**config.mk**
```make
export PLATFORM = sky130hd
export DESIGN_NAME = rtc_calendar_core
export DESIGN_NICKNAME = d
export VERILOG_FILES = /design/src/rtl/rtc_cal_pkg.sv /design/src/rtl/rtc_prescaler.sv /design/src/rtl/rtc_bcd_wrap.sv /design/src/rtl/rtc_hour_cnt.sv /design/src/rtl/rtc_date_cnt.sv /design/src/rtl/rtc_calendar_core.sv
export SDC_FILE = /design/constraint.sdc
export NUM_CORES = 1
export LEC_CHECK = 0
export ABC_AREA = 1
export ABC_CLOCK_PERIOD_IN_PS = 1910
export CORE_ASPECT_RATIO = 1.25
export CORE_MARGIN = 5
export CORE_UTILIZATION = 55
export DETAILED_ROUTE_END_ITERATION = 12
export HOLD_SLACK_MARGIN = 0.05
export PLACE_DENSITY = 0.81
export SLEW_MARGIN = 40
export SYNTH_ARGS = -nofsm -noshare
export SYNTH_HDL_FRONTEND = slang
export SYNTH_SLANG_ARGS = --single-unit
export TNS_END_PERCENT = 100
```
**constraint.sdc**
```tcl
create_clock -name clk -period 1.91 [get_ports clk]
set_input_delay 0.382 -clock clk [delete_from_list [all_inputs] [get_ports clk]]
set_output_delay 0.382 -clock clk [all_outputs]
set_load 0.1 [all_outputs]
```
**src/rtl/rtc_cal_pkg.sv**
```systemverilog
package rtc_cal_pkg;

   typedef enum logic [2:0] {
      FLD_SEC  = 3'd0,
      FLD_MIN  = 3'd1,
      FLD_HOUR = 3'd2,
      FLD_WDAY = 3'd3,
      FLD_MDAY = 3'd4,
      FLD_MON  = 3'd5,
      FLD_YEAR = 3'd6
   } field_e;

   localparam int SEC_W  = 7;
   localparam int HOUR_W = 7;
   localparam int WDAY_W = 3;
   localparam int MDAY_W = 6;
   localparam int MON_W  = 5;
   localparam int YEAR_W = 8;

   // two-digit BCD increment (no wrap handling)
   function automatic logic [7:0] bcd_inc(input logic [7:0] v);
      if (v[3:0] == 4'd9) return {v[7:4] + 4'd1, 4'd0};
      else                return v + 8'd1;
   endfunction

   function automatic logic is_leap(input logic [7:0] yr);
      logic [7:0] bin;
      bin = 8'(yr[7:4]) * 8'd10 + 8'(yr[3:0]);
      return (bin[1:0] == 2'b00);
   endfunction

   function automatic logic [5:0] month_len(input logic [4:0] mon, input logic [7:0] yr);
      case (mon)
         5'h02:                      return is_leap(yr) ? 6'h29 : 6'h28;
         5'h04, 5'h06, 5'h09, 5'h11: return 6'h30;
         default:                    return 6'h31;
      endcase
   endfunction

endpackage

```
**src/rtl/rtc_prescaler.sv**
```systemverilog
module rtc_prescaler #(
   parameter int TICKS = 32768
) (
   input  logic clk,
   input  logic rst_n,
   input  logic tick_i,
   input  logic clr_i,
   output logic adv_o
);
   localparam int          CW   = (TICKS > 2) ? $clog2(TICKS) : 1;
   localparam logic [CW-1:0] LAST = CW'(TICKS - 1);
   localparam bit          POW2 = ((TICKS & (TICKS - 1)) == 0);

   logic [CW-1:0] cnt_q;

   if (TICKS < 2) begin : g_bad_ticks
      $error("rtc_prescaler: TICKS must be at least 2");
   end

   assign adv_o = tick_i && !clr_i && (cnt_q == LAST);

   if (POW2) begin : g_pow2
      // counter wraps naturally at a power of two
      always_ff @(posedge clk or negedge rst_n) begin
         if (!rst_n)      cnt_q <= '0;
         else if (clr_i)  cnt_q <= '0;
         else if (tick_i) cnt_q <= cnt_q + 1'b1;
      end
   end else begin : g_modn
      always_ff @(posedge clk or negedge rst_n) begin
         if (!rst_n)      cnt_q <= '0;
         else if (clr_i)  cnt_q <= '0;
         else if (tick_i) cnt_q <= (cnt_q == LAST) ? '0 : cnt_q + 1'b1;
      end
   end

endmodule

```
**src/rtl/rtc_bcd_wrap.sv**
```systemverilog
module rtc_bcd_wrap
   import rtc_cal_pkg::*;
#(
   parameter int W    = 7,
   parameter int MINV = 'h00,
   parameter int MAXV = 'h59,
   parameter int RSTV = 'h00
) (
   input  logic         clk,
   input  logic         rst_n,
   input  logic         adv_i,
   input  logic         wr_i,
   input  logic [W-1:0] wdata_i,
   output logic [W-1:0] val_o,
   output logic         wrap_o
);
   if (W < 1 || W > 8) begin : g_bad_w
      $error("rtc_bcd_wrap: W must be 1..8");
   end

   assign wrap_o = adv_i && (val_o == W'(MAXV));

   always_ff @(posedge clk or negedge rst_n) begin
      if (!rst_n)      val_o <= W'(RSTV);
      else if (wr_i)   val_o <= wdata_i;
      else if (wrap_o) val_o <= W'(MINV);
      else if (adv_i)  val_o <= W'(bcd_inc(8'(val_o)));
   end

endmodule

```
**src/rtl/rtc_hour_cnt.sv**
```systemverilog
module rtc_hour_cnt
   import rtc_cal_pkg::*;
(
   input  logic              clk,
   input  logic              rst_n,
   input  logic              mode24_i,
   input  logic              adv_i,
   input  logic              wr_i,
   input  logic [HOUR_W-1:0] wdata_i,
   output logic [HOUR_W-1:0] hour_o,
   output logic              day_o
);
   logic [5:0]        h;
   logic              pm;
   logic [HOUR_W-1:0] nxt;

   assign h  = hour_o[5:0];
   assign pm = hour_o[6];

   always_comb begin
      day_o = 1'b0;
      nxt   = hour_o;
      if (mode24_i) begin
         if (h == 6'h23) begin
            nxt   = '0;
            day_o = adv_i;
         end else begin
            nxt = {1'b0, 6'(bcd_inc(8'(h)))};
         end
      end else begin
         if (h == 6'h11) begin
            nxt   = {~pm, 6'h12};
            day_o = adv_i && pm;
         end else if (h == 6'h12) begin
            nxt = {pm, 6'h01};
         end else begin
            nxt = {pm, 6'(bcd_inc(8'(h)))};
         end
      end
   end

   always_ff @(posedge clk or negedge rst_n) begin
      if (!rst_n)     hour_o <= '0;
      else if (wr_i)  hour_o <= wdata_i;
      else if (adv_i) hour_o <= nxt;
   end

endmodule

```
**src/rtl/rtc_date_cnt.sv**
```systemverilog
module rtc_date_cnt
   import rtc_cal_pkg::*;
(
   input  logic              clk,
   input  logic              rst_n,
   input  logic              day_i,
   input  logic              wr_wday_i,
   input  logic              wr_mday_i,
   input  logic              wr_mon_i,
   input  logic              wr_year_i,
   input  logic [7:0]        wdata_i,
   output logic [WDAY_W-1:0] wday_o,
   output logic [MDAY_W-1:0] mday_o,
   output logic [MON_W-1:0]  mon_o,
   output logic              century_o,
   output logic [YEAR_W-1:0] year_o,
   output logic              month_o
);
   logic last_day, year_step, cent_flip;

   assign last_day  = (mday_o == month_len(mon_o, year_o));
   assign month_o   = day_i && last_day;
   assign year_step = month_o && (mon_o == 5'h12);
   assign cent_flip = year_step && (year_o == 8'h99);

   always_ff @(posedge clk or negedge rst_n) begin
      if (!rst_n) begin
         wday_o    <= '0;
         mday_o    <= 6'h01;
         mon_o     <= 5'h01;
         year_o    <= 8'h00;
         century_o <= 1'b0;
      end else begin
         if (wr_wday_i)  wday_o <= wdata_i[2:0];
         else if (day_i) wday_o <= (wday_o == 3'd6) ? 3'd0 : wday_o + 3'd1;

         if (wr_mday_i)  mday_o <= wdata_i[5:0];
         else if (day_i) mday_o <= last_day ? 6'h01 : 6'(bcd_inc(8'(mday_o)));

         if (wr_mon_i) begin
            mon_o     <= wdata_i[4:0];
            century_o <= wdata_i[7];
         end else begin
            if (month_o)   mon_o     <= (mon_o == 5'h12) ? 5'h01 : 5'(bcd_inc(8'(mon_o)));
            if (cent_flip) century_o <= ~century_o;
         end

         if (wr_year_i)      year_o <= wdata_i;
         else if (year_step) year_o <= (year_o == 8'h99) ? 8'h00 : bcd_inc(year_o);
      end
   end

endmodule

```
**src/rtl/rtc_calendar_core.sv**
```systemverilog
module rtc_calendar_core
   import rtc_cal_pkg::*;
#(
   parameter int TICKS_PER_SEC = 32768
) (
   input  logic              clk,
   input  logic              rst_n,
   input  logic              tick_i,
   input  logic              mode24_i,
   input  logic              wr_en_i,
   input  logic [2:0]        wr_sel_i,
   input  logic [7:0]        wr_data_i,
   output logic [SEC_W-1:0]  sec_o,
   output logic [SEC_W-1:0]  min_o,
   output logic [HOUR_W-1:0] hour_o,
   output logic [WDAY_W-1:0] wday_o,
   output logic [MDAY_W-1:0] mday_o,
   output logic [MON_W-1:0]  mon_o,
   output logic              century_o,
   output logic [YEAR_W-1:0] year_o,
   output logic              sec_stb_o,
   output logic              min_stb_o,
   output logic              hour_stb_o,
   output logic              month_stb_o
);
   localparam int NMS = 2;   // seconds and minutes share one counter shape

   logic             sec_adv, day_carry, month_wrap;
   logic [NMS:0]     chain;
   logic [NMS-1:0]   ms_wr;
   logic [SEC_W-1:0] ms_val [NMS];

   function automatic logic sel_is(input field_e f);
      return wr_en_i && (wr_sel_i == f);
   endfunction

   assign ms_wr[0] = sel_is(FLD_SEC);
   assign ms_wr[1] = sel_is(FLD_MIN);

   rtc_prescaler #(.TICKS(TICKS_PER_SEC)) u_pre (
      .clk    (clk),
      .rst_n  (rst_n),
      .tick_i (tick_i),
      .clr_i  (ms_wr[0]),
      .adv_o  (sec_adv)
   );

   assign chain[0] = sec_adv;

   for (genvar g = 0; g < NMS; g++) begin : g_ms
      rtc_bcd_wrap #(.W(SEC_W), .MINV('h00), .MAXV('h59), .RSTV('h00)) u_cnt (
         .clk     (clk),
         .rst_n   (rst_n),
         .adv_i   (chain[g]),
         .wr_i    (ms_wr[g]),
         .wdata_i (wr_data_i[SEC_W-1:0]),
         .val_o   (ms_val[g]),
         .wrap_o  (chain[g+1])
      );
   end

   assign sec_o = ms_val[0];
   assign min_o = ms_val[1];

   rtc_hour_cnt u_hour (
      .clk      (clk),
      .rst_n    (rst_n),
      .mode24_i (mode24_i),
      .adv_i    (chain[NMS]),
      .wr_i     (sel_is(FLD_HOUR)),
      .wdata_i  (wr_data_i[HOUR_W-1:0]),
      .hour_o   (hour_o),
      .day_o    (day_carry)
   );

   rtc_date_cnt u_date (
      .clk       (clk),
      .rst_n     (rst_n),
      .day_i     (day_carry),
      .wr_wday_i (sel_is(FLD_WDAY)),
      .wr_mday_i (sel_is(FLD_MDAY)),
      .wr_mon_i  (sel_is(FLD_MON)),
      .wr_year_i (sel_is(FLD_YEAR)),
      .wdata_i   (wr_data_i),
      .wday_o    (wday_o),
      .mday_o    (mday_o),
      .mon_o     (mon_o),
      .century_o (century_o),
      .year_o    (year_o),
      .month_o   (month_wrap)
   );

   // strobes land on the same edge as the counter values they announce
   always_ff @(posedge clk or negedge rst_n) begin
      if (!rst_n) begin
         sec_stb_o   <= 1'b0;
         min_stb_o   <= 1'b0;
         hour_stb_o  <= 1'b0;
         month_stb_o <= 1'b0;
      end else begin
         sec_stb_o   <= chain[0];
         min_stb_o   <= chain[1];
         hour_stb_o  <= chain[2];
         month_stb_o <= month_wrap;
      end
   end

endmodule

```
==> results_dict.tcl, run 1 <==
set metrics [dict create \
    status "finished, violations left" \
    violations "negative setup slack" \
    antenna_found_initial 0 \
    cp_slowest_cell "dfrtp_1" \
    critical_path.cell_chain "ha_4 > nand3_2 > nor2_2 > nand3_2 > nor2_4 > nand2_4 > nor2_8 > nand2_8 > o21ai_4 > nand2_1 > o21ai_1" \
    tightest_slew_ns 0.393 \
    core_area_mm2 0.00736 \
    worst-setup-path-type "reg2reg" \
    syn_nets 601 \
    clock_sink_count 63 \
    dp.cells 762 \
    rsz0062_at_grt "yes" \
    grtUsageTotal_pct 27.6 \
    ys_seq_elements 63 \
    initial_utilization_pct 56.5 \
    hold_viol 0 \
    cts_hold_buf 0 \
    synth_flop_cell "dfrtp_1" \
    yosysSeqAreaShare_pct 38.0 \
    maxCapViolCount 0 \
    placed_area_mm2 0.00571 \
    slowest_delay_ns 0.41 \
    ant_nets 0 \
    avgSynthCellArea_um2 7.30 \
    dr.pass1.iters 5 \
    nets 727 \
    viasPerCell 6.00 \
    dieArea_mm2 0.00941 \
    ys_warn_count 0 \
    htree_levels 3 \
    die_w_um 87.8 \
    overflow 0 \
    skew_ns 0.0158 \
    netlist_area_mm2 0.00416 \
    critPathLaunchType "register" \
    fin_area_mm2 0.00617 \
    synth.distinct_cells 41 \
    synth_cells 570 \
    numCtsBuffers 9 \
    p_leak_nw 2.94 \
    clockBufferDepth 2 \
    drc 0 \
    grt_pass1_vias 4477 \
    fillers 404 \
    clkSlewWorstSetupHoldPaths_ns 0.08 \
    root_buffer "clkbuf_8" \
    io_pins 64 \
    stdcell_count 793 \
    final_cell_mix "nand2_1, inv_1, buf_4" \
    layout_setup_ws_ns -0.0265 \
    max_freq_ghz 0.516 \
    setup_violations 3 \
    final_max_slew_viol_count 0 \
    final_common_cell "nand2_1" \
    async_flop_share_pct 100 \
    drtIter0Drc 359 \
    portBuffers 63 \
    crit_required_ns 2.17 \
    slew_headroom_pct 73.6 \
    hold_path_class "in2async" \
    crit_fanout 6 \
    grt_start_max_net_pins 64 \
    worstSkewPairLatency_ns 0.34 \
    place_ws_ns -0.287 \
    area_delta_synth_final_pct 48.3 \
    drive_gt1_share_pct 29.5 \
    vias 4757 \
    fp.dieH_um 107 \
    fp-row-count 35 \
    power.density_mw_per_mm2 1300 \
    cts_tree "yes" \
    end_kind "register" \
    gp_congestion 0.954 \
    antenna_cells 0 \
    worstPathArrival_ns 2.20 \
    vdd_drop_max_mv 0.877 \
    drt_wl_total_mm 13.5 \
    wire_per_inst_um 17.0 \
    critPathMostFrequentCell "nand3_2" \
    min_period_over_period_pct 101 \
    hpwl_mm 9.35 \
    min_period_ns 1.94 \
    grt_pass1_wl_mm 20.5 \
    synth-edff-count 0 \
]
kinds of logic after synthesis:
| kind of cell | after synthesis | share of synthesized area [%] |
|---|---|---|
| buf+inv | 96 | 8.75 |
| simple gates | 277 | 30.3 |
| xor+xnor | 14 | 2.95 |
| flops | 63 | 38.0 |
| mux | 1 | 0.271 |
| fa+ha+maj | 15 | 4.51 |
| compound gates | 104 | 15.2 |
registers in the layout, indices dropped and copies added (netlist names):
name / cells
g_ms.u_cnt.val_o: 14
hour_stb_o: 1
min_stb_o: 1
month_stb_o: 1
sec_stb_o: 1
u_date.century_o: 1
u_date.mday_o: 6
u_date.mon_o: 5
u_date.wday_o: 3
u_date.year_o: 8
u_hour.hour_o: 7
u_pre.cnt_q: 15
worst paths after layout:
| check | start | endpoint | slack [ns] | cells after the start |
|---|---|---|---|---|
| min in group clk | u_pre.cnt_q[11] | u_pre.cnt_q[11] | 0.52 | 2 |
| setup / recovery | u_pre.cnt_q[0] | u_date.mon_o[1] | -0.03 | 11 |
| setup reg to reg | u_pre.cnt_q[0] | u_date.mon_o[1] | -0.03 | 11 |
| max in group asynchronous | rst_n | u_date.mday_o[0] | 1.54 | 2 |
| hold reg to reg | u_pre.cnt_q[11] | u_pre.cnt_q[11] | 0.52 | 2 |
| hold / removal | rst_n | u_date.year_o[5] | 0.04 | 2 |
worst max-delay path, delay by kind of cell (launching register included):
family | cells | cell delay, ns
AND/OR/NAND/NOR | 8 | 0.94
flip-flops | 1 | 0.41
adder cells (fa/ha/maj) | 1 | 0.17
AO/OA/AOI/OAI | 2 | 0.33
routing by layer:
| layer | share of wire, % | up-vias | routed length [um] | GRT usage [%] |
|---|---|---|---|---|
| met5 | 0 | - | 0 | 0 |
| met4 | 5.4 | 0 | 725 | 16.9 |
| met1 | 37 | 2259 | 5000 | 32.2 |
| met2 | 52 | 269 | 6980 | 47.5 |
| li1 | - | 2153 | - | - |
| met3 | 6.0 | 76 | 817 | 3.31 |
area by class of cell:
class	count	area [um^2]	area share, %
sequential	63	1650	26.7
clock inverter	1	5.00	0.0812
tap	92	115	1.87
multi-input combinational	413	2410	39.1
timing repair buffer	117	1470	23.8
clock buffer	15	166	2.70
inverter	92	357	5.78
per-stage QoR:
stage | utilization (%) | hold WS (ns) | TNS, ns | power (mW)
final | 83.8 | 0.0422 | -0.0483 | 8.04
after global routing | 83.8 | 0.0704 | -1.85 | 8.37
after CTS | 80.6 | 0.0585 | 0 | 7.78
after detailed placement | 77.7 | 0.425 | -7.85 | 6.69
after global placement | 77.7 | 0.423 | -5.06 | 6.58
after floorplan | - | 0.0864 | 0 | 4.96
timing repair:
| action | in CTS | in global routing |
|---|---|---|
| pin swaps | 3 | 12 |
| setup buffers | 2 | 11 |
| gates resized for setup | 5 | 44 |
| endpoints found under the setup margin | 8 | 45 |
| gates cloned | 1 | 1 |
synth_stat cells, types with 2 or more instances:
| library cell | number | area share, % |
|---|---|---|
| nor2_2 | 6 | 0.90 |
| o21bai_1 | 4 | 0.72 |
| xor2_1 | 12 | 2.5 |
| nand3_1 | 58 | 7.0 |
| o211ai_1 | 4 | 0.72 |
| o221ai_1 | 13 | 2.7 |
| o22ai_1 | 6 | 0.90 |
| o2bb2ai_1 | 2 | 0.42 |
| o21ai_0 | 50 | 6.0 |
| nand2_2 | 2 | 0.30 |
| and3_1 | 3 | 0.45 |
| nand2_1 | 126 | 11 |
| inv_2 | 2 | 0.18 |
| clkinv_1 | 4 | 0.36 |
| nor3_1 | 5 | 0.60 |
| nand3_2 | 5 | 1.2 |
| dfstp_2 | 2 | 1.3 |
| or2_2 | 2 | 0.30 |
| a21oi_1 | 16 | 1.9 |
| o21ai_1 | 2 | 0.24 |
| inv_1 | 86 | 7.8 |
| dfrtp_1 | 61 | 37 |
| clkbuf_1 | 3 | 0.27 |
| nand4_1 | 13 | 2.0 |
| xnor2_1 | 2 | 0.42 |
| nand2_4 | 2 | 0.54 |
| nor2_1 | 51 | 4.6 |
| ha_1 | 15 | 4.5 |
power breakdown:
part	internal [mW]	leakage, nW	switching, mW
sequential	1.71	0.755	0.520
clock	0.543	0.0877	0.515
combinational	1.67	2.10	3.08
Note: power is estimated with default switching activity, not from simulation.
==> run 2: changes to the inputs <==
--- a/config.mk
+++ b/config.mk
@@ -9,10 +9,9 @@
 export ABC_CLOCK_PERIOD_IN_PS = 1910
 export CORE_ASPECT_RATIO = 1.25
 export CORE_MARGIN = 5
-export CORE_UTILIZATION = 55
+export CORE_UTILIZATION = 40
 export DETAILED_ROUTE_END_ITERATION = 12
 export HOLD_SLACK_MARGIN = 0.05
-export PLACE_DENSITY = 0.81
 export SLEW_MARGIN = 40
 export SYNTH_ARGS = -nofsm -noshare
 export SYNTH_HDL_FRONTEND = slang
==> run 2 against run 1 <==
The flow still finishes with violations (negative setup slack); total power increased by 5.8%; register-to-register slack got worse by 0.02 ns; die area increased by 33%; worst hold slack improved by 0.023 ns; setup slack got worse by 0.016 ns; critical path type unchanged; critical endpoint unchanged.
==> results_dict.tcl, run 2 (synthesis gave the netlist of run 1 again) <==
set metrics [dict create \
    seq_area_mm2 0.00165 \
    clkSlewWorstSetupHoldPaths_ns 0.06 \
    initial_utilization_pct 40.9 \
    crit_required_ns 2.16 \
    multi_input_area_mm2 0.00245 \
    power.internal_mw 4.41 \
    min_period_over_period_pct 102 \
    drt_wl_total_mm 12.7 \
    grtUsageMet3_pct 3.47 \
    hold_viol 0 \
    cts_hold_buf 0 \
    skew_ns 0.0102 \
    fillers 855 \
    crit_buf_inv 0 \
    grtUsageTotal_pct 20.4 \
    grt_pass1_vias 4358 \
    drc 0 \
    wire_per_inst_um 15.1 \
    p_leak_nw 3.05 \
    power.density_mw_per_mm2 1320 \
    dr.pass1.iters 4 \
    setup_violations 4 \
    grt-busiest-layer "met2" \
    core_area_mm2 0.0102 \
    power_mw 8.50 \
    htree_levels 3 \
    worst-setup-path-type "reg2reg" \
    top_regs "u_pre.cnt_q: 15 flops, g_ms.u_cnt.val_o: 14 flops, u_date.year_o: 8 flops" \
    rsz0062_at_grt "yes" \
    swShare_pct 48.1 \
    p_clk_share_pct 18.7 \
    viasPerCell 5.24 \
    p_switching_mw 4.09 \
    gp_congestion 0.870 \
    hold_path_class "in2async" \
    root_buffer "clkbuf_16" \
    numCtsBuffers 9 \
    tightest_slew_ns 0.389 \
    violations "negative setup slack" \
    worstSkewPairLatency_ns 0.34 \
    hpwl_mm 9.47 \
    nets 735 \
    final_common_cell "nand2_1" \
    cp_slowest_cell "dfrtp_1" \
    critPathLaunchType "register" \
    cts_tree "yes" \
    max_freq_ghz 0.512 \
    portBuffers 63 \
    grtUsageMet2_pct 36.1 \
    ant_nets 0 \
    maxCapViolCount 0 \
    drtIter0Drc 191 \
    critPathTopFamily "simple AND/OR/NAND/NOR gates" \
    combPwrFrac_pct 55.8 \
    vias 4394 \
    status "finished, violations left" \
    crit_fanout 6 \
    final_max_slew_viol_count 0 \
    clock_sink_count 63 \
    holdWs_ns 0.0653 \
    grt_util_met1_pct 23.9 \
    critical_path.cell_chain "ha_2 > nand3_2 > nor2_4 > nand3_4 > nor2_4 > nand2_4 > nor2_8 > nand2_8 > o21ai_4 > nand2_1 > o21ai_1" \
    slowest_delay_ns 0.38 \
    grt_start_max_net_pins 64 \
    die_w_um 101 \
    dieArea_mm2 0.0125 \
    area_delta_synth_final_pct 54.4 \
    min_period_ns 1.95 \
    antenna_cells 0 \
    regMostFlops "u_pre.cnt_q" \
    largest_reg_flops 15 \
    vdd_drop_max_mv 0.641 \
    antenna_found_initial 0 \
    final_cell_mix "nand2_1, inv_1, buf_4" \
    layout_setup_ws_ns -0.0427 \
    grt_pass1_wl_mm 20.3 \
    end_kind "register" \
    slew_headroom_pct 74.0 \
    drive_gt1_share_pct 31.2 \
    fp-row-count 41 \
    fp.dieH_um 124 \
    critPathMostFrequentCell "nor2_4" \
    seq_power_share_pct 25.5 \
    io_pins 64 \
    overflow 0 \
    final_util_pct 63.2 \
    clockBufferDepth 2 \
    worstPathArrival_ns 2.20 \
]
[run 2: changes by cell type in the layout (fill, tap and decap cells not counted), sizes merged]
cell / previous run / this run
clkinv: 4 / 7
bufinv: 0 / 1
clkbuf: 15 / 11
buf: 103 / 111
[run 2: layout make-up]
type	count	area share, %
Multi-Input combinational cell	413	38.1
Sequential cell	63	25.7
Timing Repair Buffer	125	23.8
Inverter	92	5.48
Clock buffer	11	3.62
Tap cell	129	2.51
Clock inverter	5	0.779
[run 2: worst paths after layout]
check	start	end	slack, ns	depth (start not counted)
worst min register to register	u_pre.cnt_q[11]	u_pre.cnt_q[11]	0.52	2
max in group asynchronous	rst_n	u_date.mday_o[0]	1.53	2
min in group clk	u_pre.cnt_q[11]	u_pre.cnt_q[11]	0.52	2
worst max register to register	u_pre.cnt_q[1]	u_date.mon_o[1]	-0.04	11
worst min-delay path	rst_n	u_pre.cnt_q[8]	0.07	2
worst max-delay path	u_pre.cnt_q[1]	u_date.mon_o[1]	-0.04	11
[run 2: repair_timing]
item,4_1_cts,5_1_grt
pin swaps,1,25
gates cloned,0,2
resized for setup,3,47
buffers inserted,0,7
setup endpoints to repair,5,30
endpoints found under the hold margin,0,0
[run 2: metal layers]
metal  up-vias  wire length [um]
met5         -                 0
met1      2064              4980
li1       2167                 -
met3        33               636
met4         0               439
met2       130              6620
[run 2: power groups by stage]
stage | combinational (mW) | sequential [mW] | clock (mW)
after floorplan | 1.08 | 3.88 | 0
after global placement | 4.53 | 2.17 | 0
after detailed placement | 4.58 | 2.18 | 0
after CTS | 4.60 | 2.16 | 1.61
after global routing | 5.02 | 2.23 | 1.67
final | 4.74 | 2.17 | 1.59
[run 2: per-stage QoR]
step	setup WS, ns	cell area, um^2	setup TNS, ns	instances
CTS	0.00326	6160	0	829
global placement	-0.208	5860	-6.43	813
floorplan	0.00863	4250	0	570
detailed placement	-0.333	5860	-10.08	813
finish	-0.0427	6420	-0.0589	838
global route	-0.121	6420	-2.08	838
[run 2: worst register-to-register path, stage by stage (launching register included)]
cell     delay [ns]
dfrtp_1        0.38
ha_2           0.23
nand3_2        0.11
nor2_4         0.15
nand3_4        0.10
nor2_4         0.16
nand2_4        0.10
nor2_8         0.15
nand2_8        0.10
o21ai_4        0.21
nand2_1        0.08
o21ai_1        0.10
==> run 3: changes to the inputs <==
--- a/config.mk
+++ b/config.mk
@@ -7,12 +7,14 @@
 export LEC_CHECK = 0
 export ABC_AREA = 1
 export ABC_CLOCK_PERIOD_IN_PS = 1910
+export CELL_PAD_IN_SITES_DETAIL_PLACEMENT = 1
+export CELL_PAD_IN_SITES_GLOBAL_PLACEMENT = 1
 export CORE_ASPECT_RATIO = 1.25
 export CORE_MARGIN = 5
-export CORE_UTILIZATION = 40
+export CORE_UTILIZATION = 39
 export DETAILED_ROUTE_END_ITERATION = 12
 export HOLD_SLACK_MARGIN = 0.05
-export SLEW_MARGIN = 40
+export PLACE_DENSITY_LB_ADDON = 0.1
 export SYNTH_ARGS = -nofsm -noshare
 export SYNTH_HDL_FRONTEND = slang
 export SYNTH_SLANG_ARGS = --single-unit
==> run 3 against run 2 <==
The flow still finishes with violations (negative setup slack); setup slack worse by 0.055 ns; clock-buffer cell count is 3 higher; non-clock buffer count is 8 higher; die area is 2.3% higher; register-to-register slack worse by 0.05 ns; sequential share of layout area is 0.59 points lower; design area is 2.4% higher; largest power group unchanged.
==> results_dict.tcl, run 3 (synthesis gave the netlist of run 1 again) <==
set metrics [dict create \
    status "finished, violations left" \
    violations "negative setup slack" \
    ant_nets 0 \
    power.density_mw_per_mm2 1340 \
    slew_headroom_pct 47.1 \
    critPathLaunchType "input port" \
    portBuffers 63 \
    antenna_cells 0 \
    regMostFlops "u_pre.cnt_q" \
    initial_utilization_pct 39.6 \
    max_freq_ghz 0.498 \
    final_cell_mix "nand2_1, inv_1, buf_4" \
    vdd_drop_max_mv 0.674 \
    io_pins 64 \
    root_buffer "clkbuf_16" \
    seq_power_share_pct 25.1 \
    rsz0062_at_grt "yes" \
    reg2reg_slack_ns -0.09 \
    cts_tree "yes" \
    final_max_slew_viol_count 0 \
    grtUsageTotal_pct 25.0 \
    drc 0 \
    skew_ns 0.00608 \
    htree_levels 3 \
    tightest_slew_ns 0.794 \
    hold_viol 0 \
    placed_area_mm2 0.00591 \
    place_ws_ns -0.316 \
    fp-row-count 42 \
    combPwrFrac_pct 56.2 \
    dr.pass1.iters 5 \
    fp.dieH_um 125 \
    numCtsBuffers 9 \
    die_w_um 102 \
    gp_congestion 0.859 \
    crit_end "u_date.mday_o[3]" \
    critPathLaunch "wr_sel_i[1]" \
    core_area_mm2 0.0105 \
    worstPathArrival_ns 2.28 \
    final_util_pct 62.5 \
    worstRegToRegCells 11 \
    clkSlewWorstSetupHoldPaths_ns 0.05 \
    rr_endpoint "u_date.mday_o[3]" \
    crit_fanout 4 \
    maxCapViolCount 0 \
    grt_pass1_vias 5005 \
    clockBufferDepth 2 \
    wire_per_inst_um 19.4 \
    antenna_found_initial 0 \
    dieArea_mm2 0.0128 \
    hold_path_class "in2async" \
    end_kind "register" \
    nets 743 \
    grt_start_max_net_pins 32 \
    worstSkewPairLatency_ns 0.34 \
    min_period_over_period_pct 105 \
    r2r-start "u_pre.cnt_q[1]" \
    viasPerCell 5.53 \
    area_delta_synth_final_pct 58.0 \
    largest_reg_flops 15 \
    p_leak_nw 3.11 \
    power_mw 8.79 \
    swShare_pct 49.1 \
    setup_violations 21 \
    min_period_ns 2.01 \
    layout_setup_ws_ns -0.0975 \
    top_regs "u_pre.cnt_q: 15 flops, g_ms.u_cnt.val_o: 14 flops, u_date.year_o: 8 flops" \
    grt_pass1_wl_mm 25.3 \
    overflow 0 \
    worst-setup-path-type "in2reg" \
    drtIter0Drc 230 \
    drive_gt1_share_pct 34.4 \
    crit_required_ns 2.18 \
    vias 4692 \
    drt_wl_total_mm 16.5 \
    clock_sink_count 63 \
    power.internal_mw 4.47 \
    final_common_cell "nand2_1" \
    hpwl_mm 11.4 \
    fin_area_mm2 0.00657 \
    p_switching_mw 4.31 \
    p_clk_share_pct 18.7 \
]
-- run 3: changes by cell type in the layout (fill, tap and decap cells not counted), sizes merged --
cell and delta:
clkinvlp +1, buf +8, bufinv -1, clkinv -3, clkbuf +3
-- run 3: worst min-delay path by stage --
stage	slack (ns)	end	start
after floorplan	0.09	g_ms[0].u_cnt.val_o[2]	rst_n
after global placement	0.50	u_pre.cnt_q[11]	u_pre.cnt_q[11]
after detailed placement	0.50	u_date.year_o[5]	rst_n
after CTS	0.15	u_date.year_o[5]	rst_n
after global routing	0.18	u_date.year_o[5]	rst_n
final	0.12	u_date.year_o[5]	rst_n
-- run 3: power groups by stage --
stage | sequential [mW] | combinational (mW) | clock (mW)
after floorplan | 3.88 | 1.08 | 0
after global placement | 2.17 | 4.59 | 0
after detailed placement | 2.20 | 4.69 | 0
after CTS | 2.17 | 4.82 | 1.66
after global routing | 2.26 | 5.19 | 1.73
final | 2.20 | 4.94 | 1.65
-- run 3: area by class of cell --
type                            instances  area, um^2
Clock inverter                          2        12.5
Tap cell                              132         165
Clock buffer                           14         284
Inverter                               92         359
Sequential cell                        63        1650
Multi-Input combinational cell        413        2510
Fill cell                            1234        3940
Timing Repair Buffer                  133        1590
-- run 3: per-stage QoR --
step / hold WS (ns) / std cells / TNS, ns
finish: 0.122 / 849 / -1.02
global route: 0.180 / 849 / -3.20
CTS: 0.146 / 841 / -0.101
detailed placement: 0.499 / 821 / -11.17
global placement: 0.501 / 821 / -8.01
floorplan: 0.0864 / 570 / 0
-- run 3: worst max-delay path, cell delays in order --
cell and delay [ns]:
clkdlybuf4s50_1 0.50, nor2_1 0.10, nand2_1 0.16, nand4_1 0.11, nor2_1 0.14, nand3_2 0.15
nor2_4 0.24, buf_4 0.16, buf_6 0.09, nand4_1 0.14, nand3_2 0.11
-- run 3: what timing repair did --
action                     CTS  global route
cloned                       1             1
hold buffers                 0             0
pin swaps                    3            32
setup endpoints to repair   19            36
setup buffers                3             7
gates resized for setup     14            65
-- run 3: metal layers --
| metal | GRT usage [%] | wire length [um] |
|---|---|---|
| met1 | 28.5 | 6150 |
| met2 | 44.3 | 8900 |
| met3 | 4.07 | 706 |
| met4 | 12.4 | 718 |
| met5 | 0 | 0 |
